`config.mk`:
```
export PLATFORM = sky130hd
export DESIGN_NAME = sbus_system
export DESIGN_NICKNAME = d
export VERILOG_FILES = /design/src/rtl/sbus_pkg.sv /design/src/rtl/sbus_mem.sv /design/src/rtl/sbus_master.sv /design/src/rtl/sbus_slave.sv /design/src/rtl/sbus_system.sv
export SDC_FILE = /design/constraint.sdc
export NUM_CORES = 1
export LEC_CHECK = 0
export BUFFER_PORTS_ARGS = -buffer_cell sky130_fd_sc_hd__buf_2
export CAP_MARGIN = 15
export CORE_MARGIN = 2
export CORE_UTILIZATION = 50
export CTS_BUF_LIST = sky130_fd_sc_hd__clkbuf_16
export DETAILED_ROUTE_END_ITERATION = 10
export PLACE_DENSITY = 0.75
export SETUP_SLACK_MARGIN = 0.3
export SYNTH_ARGS = -nofsm -noshare
export SYNTH_HDL_FRONTEND = slang
export SYNTH_SLANG_ARGS = --single-unit
```
`constraint.sdc`:
```
create_clock -name clk -period 5 [get_ports clk]
set_clock_uncertainty 0.1 [all_clocks]
set_input_delay 0 -clock clk [delete_from_list [all_inputs] [get_ports clk]]
set_output_delay 0 -clock clk [all_outputs]
set_load 0.01 [all_outputs]
```
`src/rtl/sbus_pkg.sv`:
```
package sbus_pkg;
  typedef enum logic [1:0] {
    SLOT_IDLE = 2'd0,
    SLOT_1    = 2'd1,
    SLOT_2    = 2'd2,
    SLOT_3    = 2'd3
  } slot_e;
endpackage

```
`src/rtl/sbus_mem.sv`:
```
module sbus_mem #(
  parameter int DATA_W = 16,
  parameter int DEPTH  = 16,
  localparam int IDX_W = (DEPTH > 1) ? $clog2(DEPTH) : 1
) (
  input  logic              clk,
  input  logic              rst_n,
  input  logic              we,
  input  logic [IDX_W-1:0]  widx,
  input  logic [DATA_W-1:0] wdata,
  input  logic [IDX_W-1:0]  ridx,
  output logic [DATA_W-1:0] rdata
);
  logic [DATA_W-1:0] cells [DEPTH];

  for (genvar g = 0; g < DEPTH; g++) begin : g_cell
    always_ff @(posedge clk or negedge rst_n) begin
      if (!rst_n)                              cells[g] <= '0;
      else if (we && widx == IDX_W'(g))        cells[g] <= wdata;
    end
  end

  assign rdata = cells[ridx];
endmodule

```
`src/rtl/sbus_master.sv`:
```
module sbus_master
  import sbus_pkg::*;
#(
  parameter int ADDR_W = 8,
  parameter int DATA_W = 16
) (
  input  logic              clk,
  input  logic              rst_n,
  input  logic              req_valid,
  output logic              req_ready,
  input  logic              req_write,
  input  logic [ADDR_W-1:0] req_addr,
  input  logic [DATA_W-1:0] req_wdata,
  output logic              rsp_done,
  output logic [DATA_W-1:0] rsp_rdata,
  output logic [ADDR_W-1:0] bus_addr,
  output logic              bus_aen,
  output logic              bus_rd,
  output logic              bus_wr,
  output logic              bus_doe,
  output logic [DATA_W-1:0] bus_dout,
  input  logic [DATA_W-1:0] bus_din
);
  slot_e             slot_q;
  logic [ADDR_W-1:0] addr_q;
  logic [DATA_W-1:0] wdata_q;
  logic              write_q;
  logic              done_q;
  logic [DATA_W-1:0] rdata_q;
  logic              aen_half_q;
  logic              wr_half_q;
  logic              busy;
  logic              data_slot;

  assign busy      = (slot_q != SLOT_IDLE);
  assign data_slot = (slot_q == SLOT_2) || (slot_q == SLOT_3);
  assign req_ready = (slot_q == SLOT_IDLE) && !done_q;

  always_ff @(posedge clk or negedge rst_n) begin
    if (!rst_n) begin
      slot_q  <= SLOT_IDLE;
      addr_q  <= '0;
      wdata_q <= '0;
      write_q <= 1'b0;
      done_q  <= 1'b0;
      rdata_q <= '0;
    end else begin
      done_q <= 1'b0;
      unique case (slot_q)
        SLOT_IDLE: if (req_valid && req_ready) begin
          slot_q  <= SLOT_1;
          addr_q  <= req_addr;
          wdata_q <= req_wdata;
          write_q <= req_write;
        end
        SLOT_1: slot_q <= SLOT_2;
        SLOT_2: slot_q <= SLOT_3;
        SLOT_3: begin
          slot_q  <= SLOT_IDLE;
          done_q  <= 1'b1;
          rdata_q <= write_q ? '0 : bus_din;
        end
        default: slot_q <= SLOT_IDLE;
      endcase
    end
  end

  // Strobes that must wait for settled lines rise on the falling edge
  always_ff @(negedge clk or negedge rst_n) begin
    if (!rst_n) begin
      aen_half_q <= 1'b0;
      wr_half_q  <= 1'b0;
    end else begin
      aen_half_q <= busy;
      wr_half_q  <= write_q && data_slot;
    end
  end

  assign bus_addr  = busy ? addr_q : '0;
  assign bus_aen   = aen_half_q && busy;
  assign bus_wr    = wr_half_q && busy;
  assign bus_rd    = !write_q && data_slot;
  assign bus_doe   = write_q && data_slot;
  assign bus_dout  = bus_doe ? wdata_q : '0;
  assign rsp_done  = done_q;
  assign rsp_rdata = rdata_q;

  a_r8_done_one_cycle: assert property (@(posedge clk) disable iff (!rst_n)
    rsp_done |=> !rsp_done);
  a_r8_ready_after_done: assert property (@(posedge clk) disable iff (!rst_n)
    rsp_done |=> req_ready);
  a_r3_cmd_exclusive: assert property (@(posedge clk) disable iff (!rst_n)
    !(bus_rd && bus_wr));
  a_r10_idle_after_slot3: assert property (@(posedge clk) disable iff (!rst_n)
    (slot_q == SLOT_3) |=> !(bus_rd || bus_wr || bus_aen || bus_doe));
  a_r9_busy_holds_addr: assert property (@(posedge clk) disable iff (!rst_n)
    (busy && req_valid) |=> $stable(addr_q));
endmodule

```
`src/rtl/sbus_slave.sv`:
```
module sbus_slave #(
  parameter int              ADDR_W    = 8,
  parameter int              DATA_W    = 16,
  parameter int              DEPTH     = 16,
  parameter logic [ADDR_W-1:0] BASE_ADDR = 8'h40,
  localparam int IDX_W = (DEPTH > 1) ? $clog2(DEPTH) : 1
) (
  input  logic              clk,
  input  logic              rst_n,
  input  logic [ADDR_W-1:0] bus_addr,
  input  logic              bus_aen,
  input  logic              bus_rd,
  input  logic              bus_wr,
  input  logic [DATA_W-1:0] bus_din,
  output logic              bus_soe,
  output logic [DATA_W-1:0] bus_sdout
);
  localparam logic [ADDR_W:0] WIN_LO = {1'b0, BASE_ADDR};
  localparam logic [ADDR_W:0] WIN_HI = WIN_LO + (ADDR_W+1)'(DEPTH);

  logic              hit;
  logic [IDX_W-1:0]  idx;
  logic [ADDR_W-1:0] offs;
  logic              drive_q;
  logic [DATA_W-1:0] dout_q;
  logic              wr_seen_q;
  logic              mem_we;
  logic [DATA_W-1:0] mem_rdata;

  assign hit  = ({1'b0, bus_addr} >= WIN_LO) && ({1'b0, bus_addr} < WIN_HI);
  assign offs = bus_addr - BASE_ADDR;
  assign idx  = offs[IDX_W-1:0];
  // Second edge that sees the write command closes slot 3
  assign mem_we = bus_wr && bus_aen && hit && wr_seen_q;

  always_ff @(posedge clk or negedge rst_n) begin
    if (!rst_n) begin
      drive_q   <= 1'b0;
      dout_q    <= '0;
      wr_seen_q <= 1'b0;
    end else begin
      drive_q   <= bus_rd && bus_aen && hit && !drive_q;
      dout_q    <= (bus_rd && bus_aen && hit && !drive_q) ? mem_rdata : '0;
      wr_seen_q <= bus_wr && !wr_seen_q;
    end
  end

  sbus_mem #(.DATA_W(DATA_W), .DEPTH(DEPTH)) u_mem (
    .clk(clk), .rst_n(rst_n), .we(mem_we), .widx(idx),
    .wdata(bus_din), .ridx(idx), .rdata(mem_rdata)
  );

  assign bus_soe   = drive_q;
  assign bus_sdout = dout_q;

  a_r4_oe_follows_rd: assert property (@(posedge clk) disable iff (!rst_n)
    bus_soe |-> (bus_rd && bus_aen));
  a_r7_oe_in_window: assert property (@(posedge clk) disable iff (!rst_n)
    bus_soe |-> $past(hit));
  a_r6_store_after_cmd_slot: assert property (@(posedge clk) disable iff (!rst_n)
    mem_we |-> $past(bus_wr));
endmodule

```
`src/rtl/sbus_system.sv`:
```
module sbus_system #(
  parameter int              ADDR_W    = 8,
  parameter int              DATA_W    = 16,
  parameter int              DEPTH     = 16,
  parameter logic [ADDR_W-1:0] BASE_ADDR = 8'h40
) (
  input  logic              clk,
  input  logic              rst_n,
  input  logic              req_valid,
  output logic              req_ready,
  input  logic              req_write,
  input  logic [ADDR_W-1:0] req_addr,
  input  logic [DATA_W-1:0] req_wdata,
  output logic              rsp_done,
  output logic [DATA_W-1:0] rsp_rdata,
  output logic [ADDR_W-1:0] bus_addr,
  output logic              bus_aen,
  output logic              bus_rd,
  output logic              bus_wr,
  output logic [DATA_W-1:0] bus_data,
  output logic              bus_m_oe,
  output logic              bus_s_oe
);
  logic [DATA_W-1:0] m_dout;
  logic [DATA_W-1:0] s_dout;

  sbus_master #(.ADDR_W(ADDR_W), .DATA_W(DATA_W)) u_master (
    .clk(clk), .rst_n(rst_n),
    .req_valid(req_valid), .req_ready(req_ready), .req_write(req_write),
    .req_addr(req_addr), .req_wdata(req_wdata),
    .rsp_done(rsp_done), .rsp_rdata(rsp_rdata),
    .bus_addr(bus_addr), .bus_aen(bus_aen), .bus_rd(bus_rd), .bus_wr(bus_wr),
    .bus_doe(bus_m_oe), .bus_dout(m_dout), .bus_din(bus_data)
  );

  sbus_slave #(.ADDR_W(ADDR_W), .DATA_W(DATA_W), .DEPTH(DEPTH),
               .BASE_ADDR(BASE_ADDR)) u_slave (
    .clk(clk), .rst_n(rst_n),
    .bus_addr(bus_addr), .bus_aen(bus_aen), .bus_rd(bus_rd), .bus_wr(bus_wr),
    .bus_din(bus_data), .bus_soe(bus_s_oe), .bus_sdout(s_dout)
  );

  // Resolved data lines; an undriven bus reads as zero
  assign bus_data = bus_m_oe ? m_dout : (bus_s_oe ? s_dout : '0);

  a_r4_no_contention: assert property (@(posedge clk) disable iff (!rst_n)
    !(bus_m_oe && bus_s_oe));
endmodule

```
After elaboration in Yosys (flattened, before gate mapping)
Cells that the tools add are included.

Input bits: 28. Logic and storage cells: 101. Register bits: 320. Output and inout bits: 47.

Multiplexer cells: 11. Equal/unequal tests: 19. Bitwise logic cells: 1. Add/sub/neg operators: 1. Magnitude comparators: 3. Reduce and logical (&&, ||, !) cells: 39.

Operator list (number): $mux 16 (6); $bmux 16 s4 (1); $eq 4x4->1 const B (8); $logic_and 1x1->1 (30); $eq 4x3->1 const B (4); $eq 4x2->1 const B (2); $ge 8x7->1 const B (1); $lt 8x7->1 const B (1); $mux 8 (1); $pmux 2 s4 (1); $ge 5x5->1 const B (1); $not 4->5 (1); $eq 2x2->1 const B (2); $eq 4x1->1 const B (1); $logic_not 1->1 (4); $logic_not 4->1 (1); $sub 4x1->4 const B (1); $eq 2x1->1 const B (1); $logic_not 2->1 (1); $mux 2 (1); $ne 2x2->1 const B (1); $reduce_and 2->1 (1); $reduce_bool 2->1 (1); $logic_or 1x1->1 (1); $mux 1 (1).

Depth between registers and ports, before layout
Depth in word-level cells: 8. Depth in mapped cells: 10. Mapped depth without buffers: 7.

Hierarchy
From an unflattened synthesis, not the netlist that was laid out.

Cells, all modules: 960. Area total of the unflattened synthesis: 14650.3 um^2.

By module, submodules not included: sbus_mem (times used 1, cells each 710, area an instance 11619.9 um^2, sequential area each 6406.1 um^2); sbus_master (times used 1, cells each 170, area an instance 2114.5 um^2, sequential area each 1151.1 um^2); sbus_slave (times used 1, cells each 56, area an instance 714.4 um^2, sequential area each 450.4 um^2); sbus_system (times used 1, cells each 24, area an instance 201.4 um^2, sequential area each 0.0 um^2).

==> results.yml <==
timing:
  rsz0062_at_grt: "true"
  setup_ws_ns: 0.1657
  tns_ns: 0
  worst_slew_pin_slew_ns: 1.208
  hold_viol_final: 0
  slew_headroom_pct: 18.37
  slew_violations: 0
  finalSetupViolCount: 0
synthesis:
  syn-instance-count: 1142
  synth_top_area_share_pct: 54.51
  seq_area_frac_synth_pct: 54.86
  synthTopCellsByArea: "dfrtp_1 (55%), mux2_2 (18%), mux2i_1 (4.7%)"
  synth_area_um2: 14600
  post-synth-top-count-cell: "dfrtp_1"
  yosys.cell_types.count: 72
  synth_nets: 1173
  synth_edf_count: 0
  async_flop_share_pct: 100.0
  synth_flop_cell: "dfrtp_1"
  synth_area_leader_cell: "dfrtp_1"
  yosys_warnings: 0
  ys_ff_latch: 320
  synth_common_cells: "dfrtp_1 (318), mux2_2 (233), a21oi_1 (119)"
  avgSynthCellArea_um2: 12.78
floorplanning:
  core_area_um2: 28700
  die_area_um2: 30580
  initial_utilization_pct: 50.86
  row_count: 62
  dieWidth_um: 174.9
  die_h_um: 174.9
  boundaryPins: 75
final_layout:
  fin_cells: 1656
  multiInputGateArea_um2: 6155
  syn2layout_area_growth_pct: 18.59
  fillers: 2198
  drive_above_1_share_pct: 37.97
  diodes: 0
  fin_nets: 1279
  seq_area_um2: 8013
detailed_routing:
  via_per_inst: 6.240
  via_count: 10330
  wirelength_um: 41400
  dr.pass1.iters: 5
  wl_per_cell_um: 25.00
  drtAntennaViolNets: 0
  drc: 0
  drt_iter0_markers: 1164
clocking:
  clk_latency_ns: 0.52
  cts_buffers: 34
  cts_tree: "built"
  cts-htree-levels: 2
  cts_root_buf: "clkbuf_16"
  cts_buffer_depth: 3
  clock-sinks: 320
  clk_pin_slew_ns: 0.06
setup_path:
  endpoint_kind: "flip-flop"
  arrival_ns: 5.11
  path_class: "flip-flop to flip-flop"
  cp_max_fo: 5
  critPathLaunchType: "flip-flop"
  worst_ep_required_time_ns: 5.28
power_and_ir_drop:
  p_sw_share_pct: 39.06
  internal_power_mw: 5.224
  pwr-share-comb_pct: 35.7
  pwr-share-seq_pct: 36.1
  power_density_nw_per_um2: 495.2
  leakagePower_nw: 8.635
  vdd_drop_max_mv: 0.2867
  pwr-share-clk_pct: 28.2
  switching_power_mw: 3.349
  power_mw: 8.573
worst_hold_path:
  min_path_type: "input pin to async pin"
placed_design:
  place_congestion: 0.9611
  dp_hpwl_um: 26160
  dp_slack_ns: 0.08450
  port_buffers: 74
  dp.cells: 1551
run_status:
  status: "complete, no violations"
global_routing:
  antenna_found_initial: 0
  grt_pass1_wl_um: 62760
  grt_overflow: 0
  grt_pass1_vias: 10090
  grt_max_degree: 74
  grt_usage_pct: 26.89
run:
  max-cap-violations: 0
-- metrics by stage --
stage / hold WS [ns] / util, % / cell area [µm²]
after global routing: 0.08264 / 60.31 / 17310
after global placement: -0.08771 / 53.83 / 15450
after CTS: 0.05632 / 59.33 / 17030
after detailed placement: -0.09035 / 53.83 / 15450
final: 0.05318 / 60.31 / 17310
after floorplan: -0.3956 / - / 14600
-- worst max-delay path, stage by stage, from the launching register on --
cell,delay (ns)
dfrtn_1,0.39
or4b_4,0.51
or4_4,0.51
a221o_1,0.36
a2111oi_4,0.32
-- layout by cell type (no fill, tap or decap), types with 24 or more instances in the layout --
cell type      count
dlygate4sd3_1     26
dfrtp_1          316
a21oi_1          119
inv_1             53
clkbuf_16         40
o22ai_1           24
nand2_1           28
mux2_2           225
mux2i_1           69
buf_4             40
buf_2             73
-- state kept, by name, summed over array words and instances, names as in the netlist --
register             flops
u_master.aen_half_q      1
u_slave.wr_seen_q        1
u_slave.u_mem.cells    256
u_master.write_q         1
u_master.rsp_done        1
u_master.wr_half_q       1
u_master.addr_q          8
u_slave.bus_sdout       16
u_master.slot_q          2
u_master.wdata_q        16
u_master.rsp_rdata      16
u_slave.bus_soe          1
-- cell type report --
| class | count | area share [%] |
|---|---|---|
| Sequential cell | 320 | 46.29 |
| Tap cell | 384 | 2.775 |
| Inverter | 45 | 1.005 |
| Clock buffer | 37 | 5.348 |
| Clock inverter | 23 | 0.8456 |
| Timing Repair Buffer | 168 | 8.189 |
| Multi-Input combinational cell | 679 | 35.55 |
-- path summary, 6_finish.rpt --
check | endpoint | cells past startpoint | startpoint | slack [ns]
worst max-delay path | u_slave.bus_sdout[9] | 4 | u_master.aen_half_q | 0.17
worst min-delay path | u_slave.u_mem.cells[171] | 3 | rst_n | 0.05
worst max register to register | u_slave.bus_sdout[9] | 4 | u_master.aen_half_q | 0.17
worst min register to register | u_slave.wr_seen_q | 1 | u_slave.wr_seen_q | 0.34
max in group asynchronous | u_master.wr_half_q | 2 | rst_n | 2.46
min in group clk | u_master.wdata_q[10] | 3 | req_wdata[10] | 0.15
-- power by group through the flow --
stage | Combinational (mW) | Sequential, mW | Clock, mW
floorplan | 1.93 | 2.94 | 0
global placement | 2.84 | 3.12 | 0
detailed placement | 2.85 | 3.12 | 0
CTS | 2.94 | 3.08 | 2.45
global route | 3.22 | 3.12 | 2.56
finish | 3.06 | 3.10 | 2.42
-- routing by layer --
metal	vias up	GRT usage, %	routed length [µm]
met5	-	0	0
met1	5331	39.36	17640
met4	0	7.743	994
li1	4386	-	-
met3	80	5.701	3937
met2	537	40.65	18830
-- timing repair --
action                     in CTS  in global routing
gates cloned                    1                  3
pin swaps                       4                  4
buffers inserted                7                  6
setup endpoints to repair     134                188
hold buffers                   27                  0
hold endpoints to repair       88                  0
gates resized for setup        24                 32
-- logic make-up (layout without fill, tap and decap cells) --
kind of cell               after synthesis  count (layout)  share of synthesized area [%]
and+or+nand+nor                        117             117                          5.254
adders and majority gates                3               3                         0.2572
buffers and inverters                  143             273                          4.200
DFF                                    320             320                          54.86
AOI/OAI and AO/OA                      250             250                          11.65
muxes                                  309             309                          23.79
Note: power is estimated with default switching activity, not from simulation.
